==> src/rtl/ilv_pkg.sv <==
package ilv_pkg;

  localparam int unsigned MAX_RATIO = 4;

  typedef enum logic [1:0] {
    RATIO_1 = 2'd0,
    RATIO_2 = 2'd1,
    RATIO_4 = 2'd2
  } ratio_e;

  typedef enum logic [1:0] {
    PH_GAP = 2'd0,
    PH_A   = 2'd1,
    PH_B   = 2'd2
  } phase_st_e;

  // Map the external select code to a ratio; code 3 aliases to /4.
  function automatic ratio_e decode_sel(input logic [1:0] sel);
    case (sel)
      2'd0:    return RATIO_1;
      2'd1:    return RATIO_2;
      default: return RATIO_4;
    endcase
  endfunction

  function automatic int unsigned ratio_cycles(input ratio_e r);
    case (r)
      RATIO_1: return 1;
      RATIO_2: return 2;
      default: return 4;
    endcase
  endfunction

  // Effective dead time: at least one cycle, at most one cycle short of
  // a half unit period so each phase keeps a pulse of one cycle or more.
  function automatic int unsigned eff_dead(input int unsigned req,
                                           input int unsigned ratio,
                                           input int unsigned half_steps);
    int unsigned lo;
    int unsigned hi;
    lo = (req == 0) ? 1 : req;
    hi = half_steps * ratio - 1;
    return (lo > hi) ? hi : lo;
  endfunction

endpackage

==> src/rtl/ilv_rate_div.sv <==
module ilv_rate_div
  import ilv_pkg::*;
(
  input  logic       clk,
  input  logic       rst_n,
  input  logic [1:0] sel,
  input  logic       wrap,
  output logic       tick,
  output ratio_e     ratio_q
);

  localparam int CNT_W = $clog2(MAX_RATIO);

  logic [CNT_W-1:0] cnt;
  logic [CNT_W-1:0] lim;

  always_comb begin
    lim  = CNT_W'(ratio_cycles(ratio_q) - 1);
    tick = (cnt == lim);
  end

  always_ff @(posedge clk) begin
    if (!rst_n) begin
      cnt     <= '0;
      ratio_q <= RATIO_1;
    end else begin
      cnt <= tick ? '0 : cnt + 1'b1;
      // wrap only occurs on a tick, so the counter restarts with the new ratio
      if (wrap) ratio_q <= decode_sel(sel);
    end
  end

endmodule

==> src/rtl/ilv_token_ring.sv <==
module ilv_token_ring #(
  parameter int UNITS = 8
) (
  input  logic             clk,
  input  logic             rst_n,
  input  logic             tick,
  output logic [UNITS-1:0] token,
  output logic             wrap,
  output logic [UNITS-1:0] uclk
);

  localparam int HALF = UNITS / 2;

  // Unit k is high while the token sits in positions k .. k+HALF-1 (mod UNITS).
  function automatic logic [UNITS-1:0] unit_clocks(input logic [UNITS-1:0] tk);
    logic [UNITS-1:0] v;
    v = '0;
    for (int k = 0; k < UNITS; k++) begin
      for (int j = 0; j < HALF; j++) begin
        v[k] = v[k] | tk[(k + j) % UNITS];
      end
    end
    return v;
  endfunction

  always_comb begin
    wrap = tick & token[UNITS-1];
    uclk = unit_clocks(token);
  end

  always_ff @(posedge clk) begin
    if (!rst_n) begin
      token <= UNITS'(1);
    end else if (tick) begin
      token <= {token[UNITS-2:0], token[UNITS-1]};
    end
  end

endmodule

==> src/rtl/ilv_nov_cell.sv <==
module ilv_nov_cell
  import ilv_pkg::*;
#(
  parameter int DT_W = 4
) (
  input  logic            clk,
  input  logic            rst_n,
  input  logic            uclk,
  input  logic [DT_W-1:0] dead_eff,
  output logic            ph_a,
  output logic            ph_b
);

  phase_st_e       st;
  logic [DT_W-1:0] cnt;
  logic [DT_W-1:0] dlim;
  logic            gap_end;

  assign gap_end = (cnt == dlim - 1'b1);
  assign ph_a    = (st == PH_A);
  assign ph_b    = (st == PH_B);

  always_ff @(posedge clk) begin
    if (!rst_n) begin
      st   <= PH_GAP;
      cnt  <= '0;
      dlim <= DT_W'(1);
    end else begin
      case (st)
        PH_A: if (!uclk) begin
          st   <= PH_GAP;
          cnt  <= '0;
          dlim <= dead_eff;
        end
        PH_B: if (uclk) begin
          st   <= PH_GAP;
          cnt  <= '0;
          dlim <= dead_eff;
        end
        PH_GAP: begin
          if (gap_end) st <= uclk ? PH_A : PH_B;
          else         cnt <= cnt + 1'b1;
        end
        default: st <= PH_GAP;
      endcase
    end
  end

endmodule

==> src/rtl/ilv_phase_gen.sv <==
module ilv_phase_gen
  import ilv_pkg::*;
#(
  parameter int UNITS = 8,
  parameter int DT_W  = 4
) (
  input  logic             clk,
  input  logic             rst_n,
  input  logic [1:0]       div_sel,
  input  logic [DT_W-1:0]  dead_cyc,
  output logic [UNITS-1:0] ph_a,
  output logic [UNITS-1:0] ph_b
);

  localparam int HALF = UNITS / 2;

  // Named internal events, visible to the bound checker.
  logic             tick;
  logic             wrap;
  ratio_e           ratio_q;
  logic [UNITS-1:0] token;
  logic [UNITS-1:0] uclk;
  logic [DT_W-1:0]  dead_eff;

  assign dead_eff = DT_W'(eff_dead(dead_cyc, ratio_cycles(ratio_q), HALF));

  ilv_rate_div u_div (
    .clk     (clk),
    .rst_n   (rst_n),
    .sel     (div_sel),
    .wrap    (wrap),
    .tick    (tick),
    .ratio_q (ratio_q)
  );

  ilv_token_ring #(.UNITS(UNITS)) u_ring (
    .clk   (clk),
    .rst_n (rst_n),
    .tick  (tick),
    .token (token),
    .wrap  (wrap),
    .uclk  (uclk)
  );

  for (genvar k = 0; k < UNITS; k++) begin : g_unit
    ilv_nov_cell #(.DT_W(DT_W)) u_cell (
      .clk      (clk),
      .rst_n    (rst_n),
      .uclk     (uclk[k]),
      .dead_eff (dead_eff),
      .ph_a     (ph_a[k]),
      .ph_b     (ph_b[k])
    );
  end

endmodule

==> config.mk <==
export PLATFORM = sky130hd
export DESIGN_NAME = ilv_phase_gen
export DESIGN_NICKNAME = d
export VERILOG_FILES = /design/src/rtl/ilv_pkg.sv /design/src/rtl/ilv_rate_div.sv /design/src/rtl/ilv_token_ring.sv /design/src/rtl/ilv_nov_cell.sv /design/src/rtl/ilv_phase_gen.sv
export SDC_FILE = /design/constraint.sdc
export NUM_CORES = 1
export LEC_CHECK = 0
export ABC_CLOCK_PERIOD_IN_PS = 4000
export BUFFER_PORTS_ARGS = -buffer_cell sky130_fd_sc_hd__buf_4
export CORE_ASPECT_RATIO = 1.1
export CORE_MARGIN = 10
export CORE_UTILIZATION = 41
export DETAILED_ROUTE_END_ITERATION = 6
export SYNTH_ARGS = -nofsm -noshare
export SYNTH_HDL_FRONTEND = slang
export SYNTH_SLANG_ARGS = --single-unit
==> constraint.sdc <==
create_clock -name clk -period 4 [get_ports clk]
set_input_delay 0.2 -clock clk [delete_from_list [all_inputs] [get_ports clk]]
set_output_delay 0.2 -clock clk [all_outputs]
set_load 0.05 [all_outputs]
==> flow_summary.yaml <==
setup_path:
  worst_ep_arrival_time_ns: 3.33
  cpMaxStageDelayCell: "mux2i_1"
  critPathMaxFanout: 8
  r2r_start: "u_div.ratio_q[1]$_SDFFE_PN0P_"
  endpoint_kind: "register"
  reg2regPathDepth: 8
  worstSetupPathType: "register to register"
  worst_setup_path_start_kind: "register"
  crit_required_ns: 4.28
  crit_path_max_incr_delay_ns: 0.79
  crit_start: "u_div.ratio_q[1]$_SDFFE_PN0P_"
  crit_chain: "or2_2 -> ha_1 -> ha_1 -> and4_1 -> nor3_1 -> mux2i_1 -> mux2i_1 -> nor2_1"
timing:
  tns_ns: 0
  fin_skew_ns: 0.009278
  final_hold_viol_count: 0
  rsz0062_at_grt: "false"
  worst_pin_slew_ns: 1.025
  setup_viol: 0
  max_freq_mhz: 327.4
  post-route-period-util_pct: 76.36
  timing.final.ws_setup_ns: 0.9457
  fin_crit_ns: 3.054
  slew_headroom_pct: 31.04
  drv_slew: 0
global_route:
  overflow: 0
  antenna_found_initial: 0
  grt_pass1_wl_microns: 21180
  grt_max_degree: 40
  grtUsageTotal_pct: 13.30
  grt_pass1_vias: 4447
yosys:
  synthFlopType: "dfxtp_1"
  mappedNetlistNets: 718
  syn_area_sq_um: 5682
  ys_ff_latch: 92
  syn_inst: 663
  synth_edf_count: 0
  synth.distinct_cells: 57
  yosysSeqAreaShare_pct: 32.42
  syn_area_per_cell_sq_um: 8.570
  ys_async_sr_fraction_pct: 0
  ys_warn_count: 0
power:
  peakVddDrop_uv: 383.0
  p_leak_nw: 2.664
  p_per_area_nw_per_um2: 815.7
cts:
  root_buffer: "clkbuf_16"
  clkSlewWorstSetupHoldPaths_ns: 0.06
  cts_buffer_depth: 2
  cts_tree: "yes"
  numCtsBuffers: 9
  cts_setup_buffers: 0
  insertion_delay_ns: 0.35
  cts.sinks: 92
  cts_resized: 0
  cts.htree.levels: 3
  cts_hold_buffers: 0
drt:
  wirelength_microns: 12400
  num_vias: 4575
  wl_per_cell_microns: 14.46
  vias_per_cell: 5.338
  postRouteAntennaNets: 0
  drc: 0
  first_iter_violations: 357
  first_pass_iters: 4
cells_and_area:
  area_growth_pct: 10.09
  fillers: 1354
  diodes: 0
  ff_latch_area_sq_um: 1842
  drive_above_1_share_pct: 9.118
  nNetsFinal: 720
  multi_input_area_sq_um: 3463
die:
  fp.dieH_microns: 143.5
  start_util_pct: 41.53
  die_x_microns: 132.2
  rows: 45
  core-area_sq_um: 13680
  io_pins: 24
  die-area_sq_um: 18970
placed_design:
  gp_congestion: 0.7981
  dpl.hpwl_microns: 8916
  port_buffers: 23
  place_ws_ns: 0.9934
hold_path:
  hold_start: "div_sel[1]"
  whs_path_depth: 3
  hp-class: "primary input to register"
run_status:
  outcome: "finished clean"
run:
  maxCapViolations: 0
==> per-stage QoR <==
step                      util (%)  power (mW)  hold slack [ns]  instance area, sq um  instances
after floorplan                  -       3.657           0.3439                  5682        663
after global placement       43.26       4.073           0.4486                  5919        842
after detailed placement     43.26       4.144           0.4593                  5919        842
after CTS                    45.72       5.134          0.09864                  6255        857
after global routing         45.72       5.541           0.1488                  6255        857
final                        45.72       5.102           0.1051                  6255        857
==> kinds of logic (layout without fill, tap and decap cells) <==
family	count (synthesis)	count (layout)	synth area share, %
buffers and inverters	84	90	6.628
adders and majority gates	47	47	10.35
xor gates and xnor gates	48	48	8.919
AOI/OAI and AO/OA	124	124	15.48
DFF	92	92	32.42
muxes	32	32	5.748
and+or+nand+nor	236	236	20.46
==> worst max-delay path: cells and delay by family, from the launching register on <==
family / cells / cell delay [ns]
fa+ha+maj: 2 / 0.69
flops: 1 / 0.33
mux: 2 / 0.96
simple gates: 4 / 1.02
==> metal layers <==
metal	routed length [microns]	vias to the layer above	global-route usage, %
li1	-	2352	-
met1	5933	2160	16.19
met2	5945	57	23.05
met3	377	6	2.235
met4	138	0	5.098
met5	0	-	0
==> path summary, 6_finish.rpt <==
kind | endpoint | slack (ns)
max reg2reg | g_unit[2].u_cell.dlim[3]$_SDFFE_PN0P_ | 0.95
max | g_unit[2].u_cell.dlim[3]$_SDFFE_PN0P_ | 0.95
min reg2reg | u_div.cnt[0]$_SDFF_PP0_ | 0.48
min | u_div.ratio_q[1]$_SDFFE_PN0P_ | 0.11
==> state kept, by name (all words and copies together), names as in the netlist <==
| register | flops |
|---|---|
| u_div.ratio_q | 2 |
| u_ring.token | 8 |
| g_unit.u_cell.st | 16 |
| g_unit.u_cell.cnt | 32 |
| g_unit.u_cell.dlim | 32 |
| u_div.cnt | 2 |
==> cells in the mapped netlist, drive strengths merged (2+ instances only) <==
cell	number	share of area (%)
or3	4	0.44
nand2b	9	0.99
xnor3	3	1.2
a22o	5	0.77
or2	3	0.33
xor3	3	1.3
a21o	8	1.1
a21oi	26	2.3
o31ai	4	0.53
nand4	11	1.2
o21ai	10	0.95
nor2b	5	0.55
mux2i	27	4.8
o31a	2	0.31
o41a	2	0.40
nand3	26	2.3
inv	49	3.2
or4b	2	0.35
dfxtp	92	32
clkbuf	18	1.2
xnor2	28	4.3
nand3b	3	0.40
a32o	5	0.88
o221ai	2	0.31
or4	6	0.79
buf	17	2.2
nor4	14	1.5
a211oi	10	1.4
o211ai	15	2.0
mux2	5	0.99
xor2	14	2.2
nor3	23	2.0
nor2	58	3.8
o21a	3	0.40
o22ai	4	0.44
a31oi	15	1.7
ha	47	10
nand2	60	4.0
nand4b	6	0.92
a21bo	6	1.1
==> power by group <==
group	switching, mW	internal (mW)	total [mW]
clock network	0.361	0.597	0.957
registers	0.242	1.16	1.40
logic	1.64	1.10	2.74
==> final cells by class <==
type	count	share of cell area, %
inverters	49	2.941
flip-flops and latches	92	29.45
clock buffers	12	4.261
multi-input cells	487	55.37
well taps	188	3.761
repair buffers	26	3.121
clock inverters	3	1.100
==> cells in the final DEF (no fill, tap or decap), types with 11 or more instances in the layout <==
cell      count
a21oi_1      26
a31oi_1      15
buf_4        26
dfxtp_1      92
ha_1         47
inv_1        48
mux2i_1      27
nand2_1      60
nand3_1      26
nand4_1      11
nor2_1       58
nor3_1       23
nor4_1       14
o211ai_1     15
xnor2_1      28
xor2_1       14
Note: power is estimated with default switching activity, not from simulation.
